===== config.mk =====
export PLATFORM = sky130hd
export DESIGN_NAME = keylock_ctrl
export DESIGN_NICKNAME = d
export VERILOG_FILES = /design/src/rtl/keylock_pkg.sv /design/src/rtl/keylock_seq.sv /design/src/rtl/keylock_gate.sv /design/src/rtl/keylock_regs.sv /design/src/rtl/keylock_ctrl.sv
export SDC_FILE = /design/constraint.sdc
export NUM_CORES = 1
export LEC_CHECK = 0
export ABC_AREA = 1
export ABC_CLOCK_PERIOD_IN_PS = 3200
export BUFFER_PORTS_ARGS = -buffer_cell sky130_fd_sc_hd__buf_4
export CORE_MARGIN = 4
export CORE_UTILIZATION = 47
export DETAILED_ROUTE_END_ITERATION = 7
export GPL_ROUTABILITY_DRIVEN = 0
export PLACE_DENSITY = 0.77
export RECOVER_POWER = 50
export SYNTH_ARGS = -nofsm -noshare
export SYNTH_HDL_FRONTEND = slang
export SYNTH_SLANG_ARGS = --single-unit

===== constraint.sdc =====
create_clock -name clk -period 3.2 [get_ports clk]
set_input_delay 0.48 -clock clk [delete_from_list [all_inputs] [get_ports clk]]
set_output_delay 0.48 -clock clk [all_outputs]
set_load 0.02 [all_outputs]

===== src/rtl/keylock_pkg.sv =====
package keylock_pkg;
  localparam int unsigned REG_W = 16;

  typedef enum logic [1:0] {
    KS_IDLE  = 2'd0,
    KS_HALF  = 2'd1,
    KS_ARMED = 2'd2
  } key_state_e;

  // Next sequence state for one bus write.
  function automatic key_state_e key_step(input key_state_e cur,
                                          input logic is_key,
                                          input logic [REG_W-1:0] val,
                                          input logic [REG_W-1:0] first,
                                          input logic [REG_W-1:0] second);
    key_state_e nxt;
    if (!is_key)                             nxt = KS_IDLE;
    else if (cur == KS_HALF && val == second) nxt = KS_ARMED;
    else if (cur != KS_HALF && val == first)  nxt = KS_HALF;
    else                                      nxt = KS_IDLE;
    return nxt;
  endfunction
endpackage


===== src/rtl/keylock_seq.sv =====
module keylock_seq
  import keylock_pkg::*;
#(
  parameter logic [REG_W-1:0] KEY_FIRST  = 16'hABCD,
  parameter logic [REG_W-1:0] KEY_SECOND = 16'h4321
) (
  input  logic             clk,
  input  logic             rst_n,
  input  logic             wr_en,
  input  logic             key_hit,
  input  logic [REG_W-1:0] wr_data,
  output logic             armed
);
  key_state_e state_q;

  always_ff @(posedge clk or negedge rst_n) begin
    if (!rst_n)     state_q <= KS_IDLE;
    else if (wr_en) state_q <= key_step(state_q, key_hit, wr_data, KEY_FIRST, KEY_SECOND);
  end

  assign armed = (state_q == KS_ARMED);
endmodule


===== src/rtl/keylock_gate.sv =====
module keylock_gate #(
  parameter int unsigned ADDR_W = 3,
  parameter int unsigned N_PROT = 3
) (
  input  logic              clk,
  input  logic              rst_n,
  input  logic              lock_cfg,
  input  logic              armed,
  input  logic              wr_en,
  input  logic [ADDR_W-1:0] wr_addr,
  output logic              key_hit,
  output logic [N_PROT-1:0] wr_ok,
  output logic              blocked,
  output logic              viol_q
);
  localparam logic [ADDR_W-1:0] KEY_ADDR = ADDR_W'(N_PROT);

  logic prot_hit;
  logic allowed;

  assign key_hit  = wr_en && (wr_addr == KEY_ADDR);
  assign prot_hit = wr_en && (wr_addr < KEY_ADDR);
  assign allowed  = !lock_cfg || armed;
  assign blocked  = prot_hit && !allowed;

  for (genvar i = 0; i < N_PROT; i++) begin : g_sel
    assign wr_ok[i] = prot_hit && allowed && (wr_addr == ADDR_W'(i));
  end

  always_ff @(posedge clk or negedge rst_n) begin
    if (!rst_n) viol_q <= 1'b0;
    else        viol_q <= blocked;
  end
endmodule


===== src/rtl/keylock_regs.sv =====
module keylock_regs
  import keylock_pkg::*;
#(
  parameter int unsigned ADDR_W = 3,
  parameter int unsigned N_PROT = 3
) (
  input  logic                    clk,
  input  logic                    rst_n,
  input  logic [N_PROT-1:0]       wr_ok,
  input  logic [REG_W-1:0]        wr_data,
  input  logic [ADDR_W-1:0]       rd_addr,
  output logic [REG_W-1:0]        rd_data,
  output logic [N_PROT*REG_W-1:0] regs_flat
);
  logic [REG_W-1:0] store_q [N_PROT];

  for (genvar i = 0; i < N_PROT; i++) begin : g_reg
    always_ff @(posedge clk or negedge rst_n) begin
      if (!rst_n)        store_q[i] <= '0;
      else if (wr_ok[i]) store_q[i] <= wr_data;
    end
    assign regs_flat[i*REG_W +: REG_W] = store_q[i];
  end

  // Key and unmapped addresses read zero.
  always_comb begin
    rd_data = '0;
    for (int i = 0; i < N_PROT; i++) begin
      if (rd_addr == ADDR_W'(i)) rd_data = store_q[i];
    end
  end
endmodule


===== src/rtl/keylock_ctrl.sv =====
module keylock_ctrl
  import keylock_pkg::*;
#(
  parameter int unsigned      ADDR_W     = 3,
  parameter int unsigned      N_PROT     = 3,
  parameter logic [REG_W-1:0] KEY_FIRST  = 16'hABCD,
  parameter logic [REG_W-1:0] KEY_SECOND = 16'h4321
) (
  input  logic              clk,
  input  logic              rst_n,
  input  logic              lock_cfg_i,
  input  logic              wr_en_i,
  input  logic [ADDR_W-1:0] wr_addr_i,
  input  logic [REG_W-1:0]  wr_data_i,
  input  logic [ADDR_W-1:0] rd_addr_i,
  output logic [REG_W-1:0]  rd_data_o,
  output logic              wr_viol_o
);
  logic                    armed_w;
  logic                    key_hit_w;
  logic                    blocked_w;
  logic [N_PROT-1:0]       wr_ok_w;
  logic [N_PROT*REG_W-1:0] regs_w;

  keylock_seq #(.KEY_FIRST(KEY_FIRST), .KEY_SECOND(KEY_SECOND)) u_seq (
    .clk(clk), .rst_n(rst_n), .wr_en(wr_en_i), .key_hit(key_hit_w),
    .wr_data(wr_data_i), .armed(armed_w)
  );

  keylock_gate #(.ADDR_W(ADDR_W), .N_PROT(N_PROT)) u_gate (
    .clk(clk), .rst_n(rst_n), .lock_cfg(lock_cfg_i), .armed(armed_w),
    .wr_en(wr_en_i), .wr_addr(wr_addr_i), .key_hit(key_hit_w),
    .wr_ok(wr_ok_w), .blocked(blocked_w), .viol_q(wr_viol_o)
  );

  keylock_regs #(.ADDR_W(ADDR_W), .N_PROT(N_PROT)) u_regs (
    .clk(clk), .rst_n(rst_n), .wr_ok(wr_ok_w), .wr_data(wr_data_i),
    .rd_addr(rd_addr_i), .rd_data(rd_data_o), .regs_flat(regs_w)
  );
endmodule


==> impl_metrics.ini, run 1 <==
[synth]
syn_nets = 364
ys_ff_latch = 51
synthTopCellsByArea = dfrtp_1, nand2_1, nand4_1
syn_inst = 338
syn_avg_cell_area_um2 = 7.77
ys_seq_area_share_pct = 48.6
yosysTopAreaCellShare_pct = 48.6
synth_area_leader_cell = dfrtp_1
syn_area_um2 = 2630
synth_cell_type_count = 20
synth-warning-count = 0

[pwr]
ir_drop_uv = 229
p_seq_share_pct = 56.0
pwr-share-comb_pct = 18.8
power_frac_clock_pct = 25.1
power_switching_uw = 435
internal_power_uw = 1000
sw_frac_of_total_pct = 30.3
p_per_area_nw_per_um2 = 472
leakage_uw = 0.00161

[global_routing]
grt.total_usage_pct = 21.6
antenna_found_initial = 0
use_met3_pct = 3.89
gr-usage-met2_pct = 35.6
grt_pass1_vias = 2292
met1_usage_pct = 28.9
grt.busiest_layer = met2
grt_max_degree = 52
grt_overflow_total = 0
grt_pass1_wl_mm = 11.2

[finish]
areaGrowthSynthToFinish_pct = 15.7
nets = 402
stdcell_area_um2 = 3040
antenna_cells = 0
layout-drive-gt1-share_pct = 17.3

[worst_setup_path]
setup.worst_path.start_class = input pin
path_cells = buf_4 > inv_1 > nand2_1 > nor2_1 > buf_4 > nand2_1 > nand3_1 > buf_4
r2r_start = u_seq.state_q[0]$_DFFE_PN0P_
crit_required_ps = 2720
crit_type = in -> out
r2r_end = u_regs.regs_flat[26]$_DFFE_PN0P_
rr_worst_depth = 4
crit_slowest_cell = buf_4
critPathMaxStageDelay_ps = 240
path_max_fanout = 16
arrival_ps = 1380
rrSetupSlack_ps = 1370
worstSetupEndpointType = primary output
cpMostUsedCell = buf_4

[cts]
htreeDepth = 2
clock_latency_ps = 300
clk_pin_slew_worst_paths_ps = 80
numCtsBuffers = 5
cts_sinks = 51
cts_tree = built
hold_buffers = 0
cts_setup_buffers = 0
clock_path_buffers = 2
cts_root_buf = clkbuf_8
cts.repair.resized = 0

[sta]
rsz0062_at_grt = no
finalCritPeriodShare_pct = 58.2
relSlewSlack_pct = 16.7
finClkSkew_ps = 8.02
min_period_ps = 1860
setup_violations = 0
slew_violations = 0
finalSetupTns_ps = 0
tightest_slew_ps = 1250
finalHoldViolations = 0
max_freq_mhz = 537

[floorplanning]
placementRows = 26
initial_utilization_pct = 49.9
die_y_um = 82.8
dieArea_um2 = 6850
coreArea_um2 = 5270
io_pins = 43
die_x_um = 82.8

[drt]
viasPerCell = 5.46
num_vias = 2433
drt-total-wl_mm = 6.73
firstDrtPassIters = 5
drcViolationCount = 0
antenna_left = 0
wl_per_cell_um = 15.1
drtIter0Drc = 341

[status]
status = finished clean

[run]
drv_cap = 0

[placed_design]
numPortBuffers = 42
place_area_um2 = 2990
dp_hpwl_mm = 4.28

[worst_hold_path]
hold_class = in -> async
==> logic make-up after synthesis <==
| family | share of synthesized area, % |
|---|---|
| AO/OA/AOI/OAI | 0.333 |
| AND/OR/NAND/NOR | 45.3 |
| flip-flops | 48.6 |
| buffers and inverters | 5.81 |
==> power groups by stage <==
stage               combinational [uW]  sequential [uW]  clock, uW
global placement                   267              812          0
finish                             270              805        361
CTS                                276              802        368
global route                       305              817        402
detailed placement                 275              815          0
floorplan                          166              800          0
==> metal layers <==
metal	vias up	part of all wire, %
met1	1154	44
li1	1194	-
met2	77	50
met5	-	0
met4	0	1.2
met3	8	5.2
==> layout make-up <==
cell class / count / area [um^2]
clock buffers: 5 / 68.8
clock inverters: 2 / 13.8
fillers: 520 / 2230
inverters: 9 / 33.8
multi-input cells: 259 / 1190
flip-flops and latches: 51 / 1280
well taps: 70 / 87.6
repair buffers: 50 / 369
==> state kept, by name, indices dropped and copies added, names as in the netlist <==
signal and cells:
u_regs.regs_flat 48, u_seq.state_q 2, u_gate.viol_q 1
==> synth_stat cells <==
cell and count:
buf_2 5, buf_4 7, buf_6 2, clkbuf_1 5, dfrtp_1 51, inv_1 8, inv_2 1, nand2_1 165
nand3_1 18, nand3_2 1, nand3_4 2, nand3b_1 1, nand4_1 48, nor2_1 16, nor2_2 1, nor2_4 1
nor3_1 3, nor3_4 1, nor3b_4 1, o21ai_2 1
==> stage by stage <==
stage               cells  utilization (%)  hold WS, ps  setup WS (ps)  power [uW]
floorplan             338                -          184           1290         966
global placement      439             56.7          454           1370        1080
detailed placement    439             56.7          458           1350        1090
CTS                   446             58.3          217           1350        1450
global route          446             57.7          453           1200        1520
finish                446             57.7          428           1340        1440
==> worst max-delay path by stage <==
stage,from,endpoint,cells past startpoint
after global placement,rd_addr_i[0],rd_data_o[9],8
after CTS,rd_addr_i[0],rd_data_o[10],8
after detailed placement,rd_addr_i[0],rd_data_o[10],8
after global routing,u_seq.state_q[0]$_DFFE_PN0P_,u_regs.regs_flat[28]$_DFFE_PN0P_,4
after floorplan,rd_addr_i[1],rd_data_o[0],4
final,rd_addr_i[0],rd_data_o[9],8
==> cell usage in the layout (no fill, tap or decap) <==
| cell type | synthesis | final |
|---|---|---|
| inv_2 | 1 | 1 |
| buf_4 | 7 | 48 |
| nor3b_4 | 1 | 1 |
| nor3_2 | 0 | 2 |
| clkinv_2 | 0 | 1 |
| nand3b_1 | 1 | 1 |
| clkbuf_1 | 5 | 1 |
| nand2_1 | 165 | 165 |
| clkbuf_8 | 0 | 5 |
| nor2_1 | 16 | 16 |
| clkbuf_2 | 0 | 1 |
| nand3_2 | 1 | 1 |
| clkinv_4 | 0 | 1 |
| dfrtp_1 | 51 | 51 |
| nor2_4 | 1 | 1 |
| nor3_1 | 3 | 1 |
| inv_1 | 8 | 8 |
| nor3_4 | 1 | 1 |
| nor2_2 | 1 | 1 |
| o21ai_4 | 0 | 1 |
| nand3_1 | 18 | 20 |
| nand4_1 | 48 | 48 |
==> worst max-delay path, delay by kind of cell <==
family / cells / cell delay, ps
buf+inv: 4 / 570
simple gates: 4 / 320
Power figures use the tool's default switching activity.
==> run 2, diff against run 1 <==
--- a/config.mk
+++ b/config.mk
@@ -6,7 +6,7 @@
 export NUM_CORES = 1
 export LEC_CHECK = 0
 export ABC_AREA = 1
-export ABC_CLOCK_PERIOD_IN_PS = 3200
+export ABC_CLOCK_PERIOD_IN_PS = 1850
 export BUFFER_PORTS_ARGS = -buffer_cell sky130_fd_sc_hd__buf_4
 export CORE_MARGIN = 4
 export CORE_UTILIZATION = 47
==> constraint.sdc (replaced) <==
create_clock -name clk -period 1.85 [get_ports clk]
set_input_delay 0.2775 -clock clk [delete_from_list [all_inputs] [get_ports clk]]
set_output_delay 0.2775 -clock clk [all_outputs]
set_load 0.02 [all_outputs]
==> impl_metrics.ini, run 2 (same netlist as run 1, synthesis figures left out) <==
[status]
status = finished clean

[floorplanning]
coreArea_um2 = 5270
placementRows = 26
io_pins = 43
dieArea_um2 = 6850
initial_utilization_pct = 49.9
die_y_um = 82.8
die_x_um = 82.8

[drt]
num_vias = 2451
wl_per_cell_um = 14.8
drcViolationCount = 0
drtIter0Drc = 209
firstDrtPassIters = 4
viasPerCell = 5.43
antenna_left = 0
drt-total-wl_mm = 6.68

[sta]
finalCritPeriodShare_pct = 81.6
tightest_slew_ps = 1220
finalHoldViolations = 0
finalSetupTns_ps = 0
rsz0062_at_grt = no
holdWs_ps = 204
relSlewSlack_pct = 18.8
min_period_ps = 1510
slew_violations = 0
finClkSkew_ps = 9.74
setup_violations = 0
max_freq_mhz = 663

[pwr]
power_uw = 2650
p_per_area_nw_per_um2 = 851
ir_drop_uv = 392
leakage_uw = 0.00165

[finish]
nets = 406
antenna_cells = 0
stdcell_area_um2 = 3110
most-common-layout-cells = nand2_1, buf_4, dfrtp_1
largest_reg_flops = 48
final_common_cell = nand2_1
fin_util_pct = 59.0
layout-drive-gt1-share_pct = 18.9
areaGrowthSynthToFinish_pct = 18.4

[global_routing]
grt_max_degree = 52
grt.total_usage_pct = 22.2
grt_overflow_total = 0
antenna_found_initial = 0
grt_pass1_vias = 2354
grt_pass1_wl_mm = 11.4

[worst_setup_path]
setup.worst_path.start_class = flip-flop
cp_top_family = simple AND/OR/NAND/NOR gates
path_max_fanout = 16
path_cells = o21ai_4 > nand3_2 > nand2_1 > nand2_1
critPathMaxStageDelay_ps = 430
critPathBufInv = 0
crit_required_ps = 2040
cpMostUsedCell = nand2_1
arrival_ps = 1700
worstSetupEndpointType = flip-flop
crit_type = reg -> reg
crit_slowest_cell = dfrtp_1

[cts]
cts_tree = built
cts.repair.resized = 0
clk_pin_slew_worst_paths_ps = 90
cts_root_buf = clkbuf_8
cts_setup_buffers = 0
clock_path_buffers = 2
numCtsBuffers = 5
hold_buffers = 0
htreeDepth = 2
cts_sinks = 51
clock_latency_ps = 310

[placed_design]
numPortBuffers = 42
place_area_um2 = 3020
dp_hpwl_mm = 4.48

[run]
drv_cap = 0

[worst_hold_path]
hold_class = in -> async
-- run 2: report_power, final --
group | internal [uW] | switching (uW)
logic | 186 | 288
registers | 1290 | 99.3
clock network | 403 | 378
-- run 2: area by class of cell --
type                    count  area, um^2
inverters                   9        33.8
repair buffers             54         399
well taps                  70        87.6
multi-input cells         259        1200
clock buffers               5        68.8
clock inverters             3        43.8
fillers                   498        2160
flip-flops and latches     51        1280
-- run 2: final timing paths --
check | from | endpoint | slack, ps | cells after the start
worst max-delay path | u_seq.state_q[0]$_DFFE_PN0P_ | u_regs.regs_flat[28]$_DFFE_PN0P_ | 340 | 4
worst min-delay path | rst_n | u_regs.regs_flat[16]$_DFFE_PN0P_ | 200 | 1
worst max register to register | u_seq.state_q[0]$_DFFE_PN0P_ | u_regs.regs_flat[28]$_DFFE_PN0P_ | 340 | 4
worst min register to register | u_regs.regs_flat[16]$_DFFE_PN0P_ | u_regs.regs_flat[16]$_DFFE_PN0P_ | 480 | 2
max in group asynchronous | rst_n | u_regs.regs_flat[25]$_DFFE_PN0P_ | 890 | 1
min in group clk | wr_data_i[9] | u_regs.regs_flat[9]$_DFFE_PN0P_ | 240 | 3
-- run 2: per-stage QoR --
stage | std cells | worst slack (ps)
floorplan | 338 | 349
global placement | 443 | 398
detailed placement | 443 | 338
CTS | 451 | 330
global route | 451 | 199
finish | 451 | 341
-- run 2: routing by layer --
metal	track usage (%)	share of wire, %
met5	0	0
met4	7.35	1.4
met1	29.4	43
met3	3.56	4.9
met2	37.3	51
